`config.mk`:
```
export PLATFORM = sky130hd
export DESIGN_NAME = feed_door_seq
export DESIGN_NICKNAME = d
export VERILOG_FILES = /design/src/rtl/seq_pkg.sv /design/src/rtl/seq_dpath.sv /design/src/rtl/seq_ctrl.sv /design/src/rtl/feed_door_seq.sv
export SDC_FILE = /design/constraint.sdc
export NUM_CORES = 1
export LEC_CHECK = 0
export BUFFER_PORTS_ARGS = -buffer_cell sky130_fd_sc_hd__buf_2
export CAP_MARGIN = 20
export CORE_AREA = 8 8 62 64
export DETAILED_ROUTE_END_ITERATION = 8
export DIE_AREA = 0 0 70 72
export PLACE_DENSITY_LB_ADDON = 0.25
export SLEW_MARGIN = 20
export SYNTH_ARGS = -nofsm -noshare
export SYNTH_HDL_FRONTEND = slang
export SYNTH_SLANG_ARGS = --single-unit
```
`constraint.sdc`:
```
create_clock -name clk -period 5.5 [get_ports clk]
set_input_delay 0.825 -clock clk [delete_from_list [all_inputs] [get_ports clk]]
set_output_delay 0.825 -clock clk [all_outputs]
set_load 0.02 [all_outputs]
```
`src/rtl/seq_pkg.sv`:
```
package seq_pkg;

  typedef enum logic [1:0] {FC_HOLD = 2'd0, FC_HOME = 2'd1, FC_PUSH = 2'd2} feedCmd_e;
  typedef enum logic [1:0] {DC_HOLD = 2'd0, DC_CLOSE = 2'd1, DC_OPEN = 2'd2} doorCmd_e;

  typedef enum logic [3:0] {
    S_HOME, S_IDLE, S_CHK, S_PUSH, S_MOLD, S_RETRACT,
    S_OPEN, S_OFFER, S_CLOSE, S_FAULT
  } seqState_e;

  typedef struct packed {
    logic clr;
  } ctrlStrobe_t;

  typedef struct packed {
    logic wdHit;
    logic dwellHit;
  } dpStatus_t;

endpackage

```
`src/rtl/seq_dpath.sv`:
```
module seq_dpath
  import seq_pkg::*;
#(
  parameter int CNT_W      = 8,
  parameter int MOLD_TICKS = 4
) (
  input  logic             clk,
  input  logic             rst_n,
  input  ctrlStrobe_t      strb,
  input  logic [CNT_W-1:0] wdLimit,
  output dpStatus_t        st
);

  localparam logic [CNT_W-1:0] MOLD_LAST = CNT_W'(MOLD_TICKS - 1);
  localparam logic [CNT_W-1:0] CNT_MAX   = {CNT_W{1'b1}};

  logic [CNT_W-1:0] cnt;

  always_ff @(posedge clk) begin
    if (!rst_n || strb.clr) begin
      cnt <= '0;
    end else if (cnt != CNT_MAX) begin
      cnt <= cnt + 1'b1;
    end
  end

  always_comb begin
    st.wdHit    = (cnt == wdLimit);
    st.dwellHit = (cnt == MOLD_LAST);
  end

endmodule

```
`src/rtl/seq_ctrl.sv`:
```
module seq_ctrl
  import seq_pkg::*;
(
  input  logic        clk,
  input  logic        rst_n,
  input  logic        blkSensor,
  input  logic        prevReq,
  input  logic        doorClosed,
  input  logic        xferAck,
  input  logic        feedDone,
  input  logic        doorDone,
  input  logic        faultIn,
  input  dpStatus_t   st,
  output ctrlStrobe_t strb,
  output logic [1:0]  feedCmd,
  output logic [1:0]  doorCmd,
  output logic        prevAck,
  output logic        xferReq,
  output logic        feederHome,
  output logic        beltStop,
  output logic        faultOut
);

  seqState_e state, nextState;
  logic inMotion, axisDone;

  always_ff @(posedge clk) begin
    if (!rst_n) state <= S_HOME;
    else        state <= nextState;
  end

  always_comb begin
    inMotion = 1'b0;
    axisDone = 1'b0;
    unique case (state)
      S_HOME:              begin inMotion = 1'b1; axisDone = feedDone && doorDone; end
      S_PUSH, S_RETRACT:   begin inMotion = 1'b1; axisDone = feedDone; end
      S_OPEN, S_CLOSE:     begin inMotion = 1'b1; axisDone = doorDone; end
      default:             ;
    endcase
  end

  always_comb begin
    nextState = state;
    if (faultIn) begin
      nextState = S_FAULT;
    end else if (inMotion) begin
      if (axisDone) begin
        unique case (state)
          S_HOME:    nextState = S_IDLE;
          S_PUSH:    nextState = S_MOLD;
          S_RETRACT: nextState = S_OPEN;
          S_OPEN:    nextState = S_OFFER;
          default:   nextState = S_IDLE;
        endcase
      end else if (st.wdHit) begin
        nextState = S_FAULT;
      end
    end else begin
      unique case (state)
        S_IDLE:  if (prevReq && blkSensor) nextState = S_CHK;
        S_CHK:   if (doorClosed)           nextState = S_PUSH;
        S_MOLD:  if (st.dwellHit)          nextState = S_RETRACT;
        S_OFFER: if (xferAck)              nextState = S_CLOSE;
        default: ;
      endcase
    end
  end

  assign strb.clr = (nextState != state);

  always_comb begin
    feedCmd    = FC_HOLD;
    doorCmd    = DC_HOLD;
    xferReq    = 1'b0;
    feederHome = 1'b0;
    beltStop   = 1'b0;
    faultOut   = 1'b0;
    unique case (state)
      S_HOME:    begin feedCmd = FC_HOME; doorCmd = DC_CLOSE; end
      S_IDLE:    feederHome = 1'b1;
      S_PUSH:    feedCmd = FC_PUSH;
      S_RETRACT: feedCmd = FC_HOME;
      S_OPEN:    begin doorCmd = DC_OPEN; feederHome = 1'b1; end
      S_OFFER:   begin xferReq = 1'b1; feederHome = 1'b1; end
      S_CLOSE:   begin doorCmd = DC_CLOSE; feederHome = 1'b1; end
      S_FAULT:   begin feedCmd = FC_HOME; doorCmd = DC_OPEN; beltStop = 1'b1; faultOut = 1'b1; end
      default:   ;
    endcase
  end

  assign prevAck = (state == S_IDLE) && prevReq && blkSensor && !faultIn;

  assert_ack_gated_R3: assert property (@(posedge clk) disable iff (!rst_n)
    prevAck |-> (feederHome && blkSensor && prevReq));

  assert_push_after_closed_R4: assert property (@(posedge clk) disable iff (!rst_n)
    (feedCmd == FC_PUSH && $past(feedCmd) != FC_PUSH) |-> $past(doorClosed));

  assert_no_open_while_out_R5: assert property (@(posedge clk) disable iff (!rst_n)
    !(feedCmd == FC_PUSH && doorCmd == DC_OPEN));

  assert_offer_after_open_R6: assert property (@(posedge clk) disable iff (!rst_n)
    $rose(xferReq) |-> ($past(doorDone) && $past(doorCmd) == DC_OPEN));

  assert_wd_cause_R7: assert property (@(posedge clk) disable iff (!rst_n)
    ($rose(faultOut) && !$past(faultIn)) |-> $past(st.wdHit));

  assert_fault_sticky_R8: assert property (@(posedge clk) disable iff (!rst_n)
    faultOut |=> (faultOut && beltStop && !xferReq));

endmodule

```
`src/rtl/feed_door_seq.sv`:
```
module feed_door_seq
  import seq_pkg::*;
#(
  parameter int CNT_W      = 8,
  parameter int MOLD_TICKS = 4
) (
  input  logic             clk,
  input  logic             rst_n,
  input  logic             blkSensor,
  input  logic             prevReq,
  output logic             prevAck,
  output logic             feederHome,
  output logic             beltStop,
  input  logic             doorClosed,
  output logic             xferReq,
  input  logic             xferAck,
  input  logic             feedDone,
  input  logic             doorDone,
  input  logic             faultIn,
  input  logic [CNT_W-1:0] wdLimit,
  output logic [1:0]       feedCmd,
  output logic [1:0]       doorCmd,
  output logic             faultOut
);

  ctrlStrobe_t strb;
  dpStatus_t   st;

  seq_ctrl i_ctrl (
    .clk(clk), .rst_n(rst_n), .blkSensor(blkSensor), .prevReq(prevReq),
    .doorClosed(doorClosed), .xferAck(xferAck), .feedDone(feedDone),
    .doorDone(doorDone), .faultIn(faultIn), .st(st), .strb(strb),
    .feedCmd(feedCmd), .doorCmd(doorCmd), .prevAck(prevAck),
    .xferReq(xferReq), .feederHome(feederHome), .beltStop(beltStop),
    .faultOut(faultOut)
  );

  seq_dpath #(.CNT_W(CNT_W), .MOLD_TICKS(MOLD_TICKS)) i_dpath (
    .clk(clk), .rst_n(rst_n), .strb(strb), .wdLimit(wdLimit), .st(st)
  );

endmodule

```
==> results.yml, run 1 <==
status:
  outcome: "completed"
timing:
  setup_tns_ps: 0
  hold_viol: 0
  max_freq_mhz: 330
  final.setup_skew_ps: 3.50
  final-setup-viol-count: 0
  relSlewSlack: 0.486
  finalMaxSlewViolations: 0
  post-route-min-period_ps: 3030
  rsz0062_at_grt: "no"
  period_share: 0.551
  hold_slack_ps: 590
  worst_slew_pin_slew_ps: 770
logic_synthesis:
  synthArstFlopShare: 0
  synth-seq-cells: 12
  yosysSeqAreaShare: 0.218
  synth.most_common_cell: "nor2_1"
  synthesis.area_um2: 1100
  synth_top_area_share: 0.218
  yosysTopAreaCell: "dfxtp_1"
  synthTopCellsByCount: "17 x nor2_1, 12 x dfxtp_1, 10 x a21oi_1, 10 x xor2_1, 7 x nand2_1"
  synth_area_leaders: "dfxtp_1 22%, xor2_1 8.0%, nor2_1 5.8%"
  synth_edf_count: 0
  synth_nets: 166
  syn_avg_cell_area_um2: 7.44
  ys_warn_count: 0
  ys_types: 51
  ys.flop_type: "dfxtp_1"
  synth_cells: 148
routing:
  first_iter_violations: 113
  vias_per_cell: 5.89
  vias: 1173
  wl_um: 2940
  route.detailed.drc: 0
  first_pass_iters: 4
  wl_per_cell_um: 14.8
  drt.antenna.violating_nets: 0
cells_and_area:
  syn_to_final_growth_pct: 13.4
  instances_no_fill: 199
  nets: 185
  utilization: 0.430
  diodes: 0
  drive_gt1_frac: 0.235
floorplanning:
  row_count: 20
  die_height_um: 72
  core_um2: 2900
  die_w_um: 70
  io_pins: 26
  die_area_um2: 5040
  start_util: 0.379
power_and_ir_drop:
  intPower_mw: 0.172
  p_leak_nw: 0.510
  combPwrFrac: 0.343
  power_frac_clock: 0.252
  power_switching_mw: 0.0986
  ir_worst_vdd_uv: 126
  swShare: 0.364
  p_per_area_nw_per_um2: 217
  seqPwrFrac: 0.405
  finalPower_mw: 0.271
setup_path:
  regToRegEndpoint: "i_dpath.cnt[6]$_SDFFE_PP0P_"
  cp-start-kind: "flop"
  critical_path_arrival_ps: 2200
  crit_fanout: 22
  reg2reg_from: "i_ctrl.state[0]$_SDFF_PN0_"
  r2r_cells: 7
  endpoint_kind: "output pin"
  r2r_slack_ps: 2770
  required_ps: 4680
  path_class: "flop to output pin"
  crit_start: "i_ctrl.state[0]$_SDFF_PN0_"
clock_network:
  path_clk_slew_ps: 70
  ctsHoldBuffers: 0
  cts_tree: "built"
  h-tree-depth: 1
  cts-resized-gates: 0
  clock_path_buffers: 2
  cts_sinks: 12
  cts-root-buf: "clkbuf_4"
  cts_setup_buffers: 0
  clkLatencyLatePin_ps: 270
  cts_made_buffers: 3
global_routing:
  antenna_found_initial: 0
  grt_max_degree: 26
  grt_overflow: 0
  grt_pass1_vias: 1137
  grt_first_pass_wirelength_um: 5190
  gr-usage-all-layers: 0.119
flow_run:
  drv_cap: 0
hold_path:
  hold_path.startpoint: "i_dpath.cnt[7]$_SDFFE_PP0P_"
  hold_end: "i_dpath.cnt[7]$_SDFFE_PP0P_"
  whs_path_depth: 2
  hp-class: "flop to flop"
place:
  portBuffers: 25
  place_congestion: 0.862
  dp_hpwl_um: 2240
  dp.cells: 195
-- cell usage in the layout, fill, tap and decap left out, types with 4 or more instances in the layout --
cell type,count
xor2_1,10
nor3_1,6
nand2_1,7
buf_2,25
nand3_1,6
inv_1,5
and3_1,4
o21ai_0,6
o22ai_1,4
nor2_1,17
dfxtp_1,12
a21oi_1,10
-- per-layer routing --
layer | up-vias | share of wire | global-route usage
met5 | - | 0 | 0
met4 | 0 | 0.015 | 0.0670
met3 | 4 | 0.070 | 0.0273
met2 | 40 | 0.47 | 0.193
met1 | 540 | 0.45 | 0.142
li1 | 589 | - | -
-- registers in the layout, summed over array words and instances, names as in the netlist --
signal,count
i_dpath.cnt,8
i_ctrl.state,4
-- worst max-delay path by stage --
stage | to | slack (ps) | cells after the start
floorplan | i_dpath.cnt[6]$_SDFFE_PP0P_ | 2980 | 7
global placement | i_dpath.cnt[6]$_SDFFE_PP0P_ | 2740 | 8
detailed placement | i_dpath.cnt[6]$_SDFFE_PP0P_ | 2670 | 8
CTS | doorCmd[1] | 2470 | 5
global route | doorCmd[1] | 2270 | 5
finish | doorCmd[1] | 2470 | 5
-- power groups by stage --
stage | clock [mW] | sequential, mW | combinational [mW]
3_3_place_gp | 0 | 0.111 | 0.0920
4_1_cts | 0.0698 | 0.109 | 0.0933
6_report | 0.0682 | 0.110 | 0.0928
3_5_place_dp | 0 | 0.111 | 0.0930
2_1_floorplan | 0 | 0.0963 | 0.0825
5_1_grt | 0.0733 | 0.111 | 0.104
-- layout make-up --
cell class / instances / area (µm²)
clock buffer: 4 / 36.3
fill: 319 / 1650
inverter: 5 / 18.8
multi-input combinational: 120 / 787
sequential: 12 / 240
tap: 33 / 41.3
timing repair buffer: 25 / 125
-- per-stage QoR --
stage	cell area, µm²	setup slack [ps]
2_1_floorplan	1100	2980
3_3_place_gp	1210	2740
3_5_place_dp	1210	2670
4_1_cts	1250	2470
5_1_grt	1250	2270
6_report	1250	2470
-- critical path: stages, from the launching register on --
cell and delay [ps]:
dfxtp_1 790, inv_1 310, nor3_1 360, and2_1 210, a31o_2 100, buf_2 160
-- cells by family (layout without fill, tap and decap cells) --
family                     Yosys count  after routing  synth area share
adders and majority gates            1              1            0.0114
DFF                                 12             12             0.218
AOI/OAI and AO/OA                   43             43             0.276
buffers and inverters               16             34            0.0670
muxes                                1              1           0.00909
xor gates and xnor gates            12             12            0.0955
and+or+nand+nor                     63             63             0.323
(Power assumes the default switching activity.)
==> run 2: changes to the inputs <==
Clock period 5.5 ns to 3.2 ns, I/O delays scaled along.
==> run 2 against run 1 <==
Against the previous run:
- wire length shrank 1.9%
- sequential power grew 70%
- global-route usage shrank 0.77 points
- critical path type is now flop to flop
- count of clock-buffer cells in the layout is the same
- hold slack lost 130 ps
- cell count grew 0.50%
==> results.yml, run 2 (same netlist as run 1, synthesis figures left out) <==
timing:
  relSlewSlack: 0.478
  finalMaxSlewViolations: 0
  final-setup-viol-count: 0
  worst_slew_pin_slew_ps: 781
  setup_tns_ps: 0
  max_freq_mhz: 371
  hold_slack_ps: 458
  layout_setup_ws_ps: 506
  post-route-min-period_ps: 2690
  period_share: 0.842
  hold_viol: 0
  final.setup_skew_ps: 6.04
  rsz0062_at_grt: "no"
floorplanning:
  row_count: 20
  die_height_um: 72
  core_um2: 2900
  die_area_um2: 5040
  start_util: 0.379
  io_pins: 26
  die_w_um: 70
place:
  dp.cells: 196
  dp_hpwl_um: 2160
  portBuffers: 25
  dp_slack_ps: 486
  place_congestion: 0.876
clock_network:
  cts-resized-gates: 0
  cts-root-buf: "clkbuf_4"
  cts_made_buffers: 3
  clkLatencyLatePin_ps: 270
  cts_sinks: 12
  h-tree-depth: 1
  ctsHoldBuffers: 0
  clock_path_buffers: 2
  path_clk_slew_ps: 80
  cts_setup_buffers: 0
  cts_tree: "built"
global_routing:
  antenna_found_initial: 0
  grt_max_degree: 26
  grt_overflow: 0
  grt_pass1_vias: 1059
  gr-usage-all-layers: 0.111
  grt_first_pass_wirelength_um: 4860
routing:
  vias: 1162
  wl_um: 2880
  drt.antenna.violating_nets: 0
  route.detailed.drc: 0
  first_pass_iters: 4
  first_iter_violations: 122
  vias_per_cell: 5.81
  wl_per_cell_um: 14.4
cells_and_area:
  top_regs: "i_dpath.cnt (8), i_ctrl.state (4)"
  diodes: 0
  max_flop_register: "i_dpath.cnt"
  multi_input_area_um2: 787
  mostFrequentLayoutCell: "buf_2"
  drive_gt1_frac: 0.240
  syn_to_final_growth_pct: 14.1
  ff_latch_area_um2: 240
  largest_reg_flops: 8
  n_fill_cell: 311
  nets: 186
  layout_common_cells: "25 x buf_2, 17 x nor2_1, 12 x dfxtp_1"
  instances_no_fill: 200
power_and_ir_drop:
  p_per_area_nw_per_um2: 374
  seqPwrFrac: 0.398
  combPwrFrac: 0.348
  power_switching_mw: 0.173
  p_leak_nw: 0.515
  ir_worst_vdd_uv: 225
  swShare: 0.367
  intPower_mw: 0.297
  power_frac_clock: 0.254
hold_path:
  hp-class: "primary input to flop"
  hold_path.startpoint: "rst_n"
  hold_end: "i_ctrl.state[0]$_SDFF_PN0_"
  whs_path_depth: 2
setup_path:
  reg2reg_from: "i_ctrl.state[1]$_SDFF_PN0_"
  endpoint_kind: "flop"
  regToRegEndpoint: "i_dpath.cnt[6]$_SDFFE_PP0P_"
  crit_fanout: 25
  required_ps: 3390
  critical_path_arrival_ps: 2890
  r2r_cells: 7
  path_class: "flop to flop"
  cp-start-kind: "flop"
  r2r_slack_ps: 510
status:
  outcome: "completed"
flow_run:
  drv_cap: 0
## run 2: cell count changes in the layout (fill, tap and decap cells not counted)
cell / delta
buf_4: +1
## run 2: worst max-delay path by stage
stage,start,cells past startpoint,slack (ps),end
6_report,i_ctrl.state[1]$_SDFF_PN0_,7,510,i_dpath.cnt[6]$_SDFFE_PP0P_
4_1_cts,i_ctrl.state[1]$_SDFF_PN0_,7,470,i_dpath.cnt[6]$_SDFFE_PP0P_
2_1_floorplan,i_ctrl.state[0]$_SDFF_PN0_,8,830,i_dpath.cnt[6]$_SDFFE_PP0P_
5_1_grt,i_ctrl.state[1]$_SDFF_PN0_,7,320,i_dpath.cnt[6]$_SDFFE_PP0P_
3_3_place_gp,i_ctrl.state[1]$_SDFF_PN0_,7,600,i_dpath.cnt[6]$_SDFFE_PP0P_
3_5_place_dp,i_ctrl.state[1]$_SDFF_PN0_,7,490,i_dpath.cnt[6]$_SDFFE_PP0P_
## run 2: cell type report
class | instances | share of cell area
Sequential cell | 12 | 0.191
Tap cell | 33 | 0.0329
Clock buffer | 4 | 0.0289
Inverter | 5 | 0.0149
Timing Repair Buffer | 26 | 0.106
Multi-Input combinational cell | 120 | 0.626
## run 2: critical path, stage by stage, from the launching register on
cell,delay (ps)
dfxtp_1,830
or3b_1,420
a211oi_2,250
nor2_1,140
and3_1,210
nor4_2,270
nand3_2,210
a311oi_2,280
## run 2: power by group through the flow
stage	Combinational [mW]	Sequential, mW	Clock (mW)
6_report	0.163	0.187	0.120
3_5_place_dp	0.163	0.190	0
4_1_cts	0.164	0.186	0.125
3_3_place_gp	0.162	0.188	0
2_1_floorplan	0.142	0.165	0
5_1_grt	0.179	0.189	0.135
## run 2: per-layer routing
layer	track usage	wire length [µm]
met2	0.173	1340
met5	0	0
met1	0.144	1370
met4	0.0491	36
met3	0.0232	135
## run 2: metrics by stage
step                power [mW]  area [µm²]   util
finish                   0.470        1260  0.433
global route             0.504        1260  0.433
CTS                      0.476        1260  0.433
detailed placement       0.353        1220  0.420
global placement         0.350        1220  0.420
floorplan                0.307        1100      -
==> run 3: changes to the inputs <==
Clock period 3.2 ns to 2.3 ns, I/O delays scaled along.
==> run 3 against run 2 <==
Against the previous run:
- die area unchanged
- first-iteration DRC count is 35% lower
- non-clock buffer count increased by 22
- clock skew decreased by 5.2 ps
- count of clock-buffer cells in the layout did not move
- combinational power rose by 100%
- fmax up 20%
- cell count grew 11%
- final area rose by 17%
- sequential power grew 28%
- global-route usage is 2.3 points higher
==> results.yml, run 3 (same netlist as run 1, synthesis figures left out) <==
routing:
  vias: 1297
  routed-wl-met3_um: 217
  top_layer: "met4"
  route.detailed.drc: 0
  first_pass_iters: 4
  first_iter_violations: 79
  drt.antenna.violating_nets: 0
  wl_um: 3560
  vias_per_cell: 5.84
  drt-met1-wl_um: 1560
  wl_met2_um: 1740
  wl_per_cell_um: 16.0
cells_and_area:
  syn_to_final_growth_pct: 33.7
  top_regs: "i_dpath.cnt (8), i_ctrl.state (4)"
  drive_gt1_frac: 0.386
  layout_common_cells: "25 x buf_2, 21 x buf_4, 13 x nor2_1"
  utilization: 0.507
  mostFrequentLayoutCell: "buf_2"
  largest_reg_flops: 8
  max_flop_register: "i_dpath.cnt"
  postLayoutCellArea_um2: 1470
  nets: 208
  diodes: 0
timing:
  finalMaxSlewViolations: 0
  rsz0062_at_grt: "yes"
  worst_slew_pin_slew_ps: 356
  final-setup-viol-count: 0
  hold_viol: 0
  final.setup_skew_ps: 0.805
  relSlewSlack: 0.759
  period_share: 0.974
  post-route-min-period_ps: 2240
  hold_slack_ps: 327
  setup_tns_ps: 0
  max_freq_mhz: 446
  layout_setup_ws_ps: 59.2
global_routing:
  grt_overflow: 0
  grt_pass1_vias: 1254
  antenna_found_initial: 0
  grt_first_pass_wirelength_um: 5870
  gr-usage-all-layers: 0.134
  grt_max_degree: 15
power_and_ir_drop:
  ir_worst_vdd_uv: 333
  p_leak_nw: 0.635
  p_per_area_nw_per_um2: 507
flow_run:
  drv_cap: 0
floorplanning:
  die_height_um: 72
  io_pins: 26
  start_util: 0.379
  core_um2: 2900
  die_w_um: 70
  row_count: 20
  die_area_um2: 5040
clock_network:
  cts_made_buffers: 3
  cts_sinks: 12
  cts_tree: "built"
  clock_path_buffers: 2
  h-tree-depth: 1
  path_clk_slew_ps: 90
  clkLatencyLatePin_ps: 280
  ctsHoldBuffers: 0
  cts-root-buf: "clkbuf_4"
place:
  place_congestion: 0.974
  dp_hpwl_um: 2680
  placed_area_um2: 1350
  dp_slack_ps: 37.7
  portBuffers: 25
setup_path:
  crit_fanout: 8
  cp-start-kind: "flop"
  endpoint_kind: "flop"
  critical_path_arrival_ps: 2460
  path_class: "flop to flop"
  required_ps: 2520
hold_path:
  hp-class: "primary input to flop"
status:
  outcome: "completed"
==> run 3: worst paths after layout <==
path | cells after the start | from | slack, ps | to
worst max register to register | 8 | i_ctrl.state[2]$_SDFF_PN0_ | 60 | i_dpath.cnt[2]$_SDFFE_PP0P_
worst max-delay path | 8 | i_ctrl.state[2]$_SDFF_PN0_ | 60 | i_dpath.cnt[2]$_SDFFE_PP0P_
worst min register to register | 2 | i_dpath.cnt[1]$_SDFFE_PP0P_ | 590 | i_dpath.cnt[1]$_SDFFE_PP0P_
worst min-delay path | 3 | rst_n | 330 | i_ctrl.state[1]$_SDFF_PN0_
==> run 3: cell type report <==
class / instances / area (µm²)
inverter: 5 / 18.8
sequential: 12 / 249
fill: 297 / 1430
multi-input combinational: 120 / 822
clock buffer: 4 / 36.3
tap: 33 / 41.3
timing repair buffer: 48 / 305
==> run 3: critical path: stages, from the launching register on <==
cell and delay, ps:
dfxtp_1 500, and4bb_2 290, a311oi_1 280, a221oi_2 150, and3_1 200, nor4_2 310
nand3_2 190, buf_6 180, nor2_2 90
==> run 3: through the flow <==
stage / power, mW / cells
4_1_cts: 0.712 / 216
2_1_floorplan: 0.429 / 148
3_5_place_dp: 0.536 / 212
3_3_place_gp: 0.530 / 212
5_1_grt: 0.794 / 222
6_report: 0.747 / 222
==> run 3: power by group <==
group | switching (mW) | internal (mW) | leakage, nW
logic | 0.177 | 0.153 | 0.515
registers | 0.0205 | 0.219 | 0.0991
clock network | 0.0811 | 0.0962 | 0.0210
total | 0.279 | 0.468 | 0.635
==> run 3: per-layer routing <==
layer  GRT usage  vias to the layer above
met3      0.0314                        6
met2       0.226                       43
li1            -                      634
met4      0.0513                        0
met1       0.161                      614
met5           0                        -
==> run 3: timing repair <==
action | 4_1_cts | 5_1_grt
buffers inserted | 0 | 6
setup endpoints to repair | 0 | 11
gates resized for setup | 0 | 15
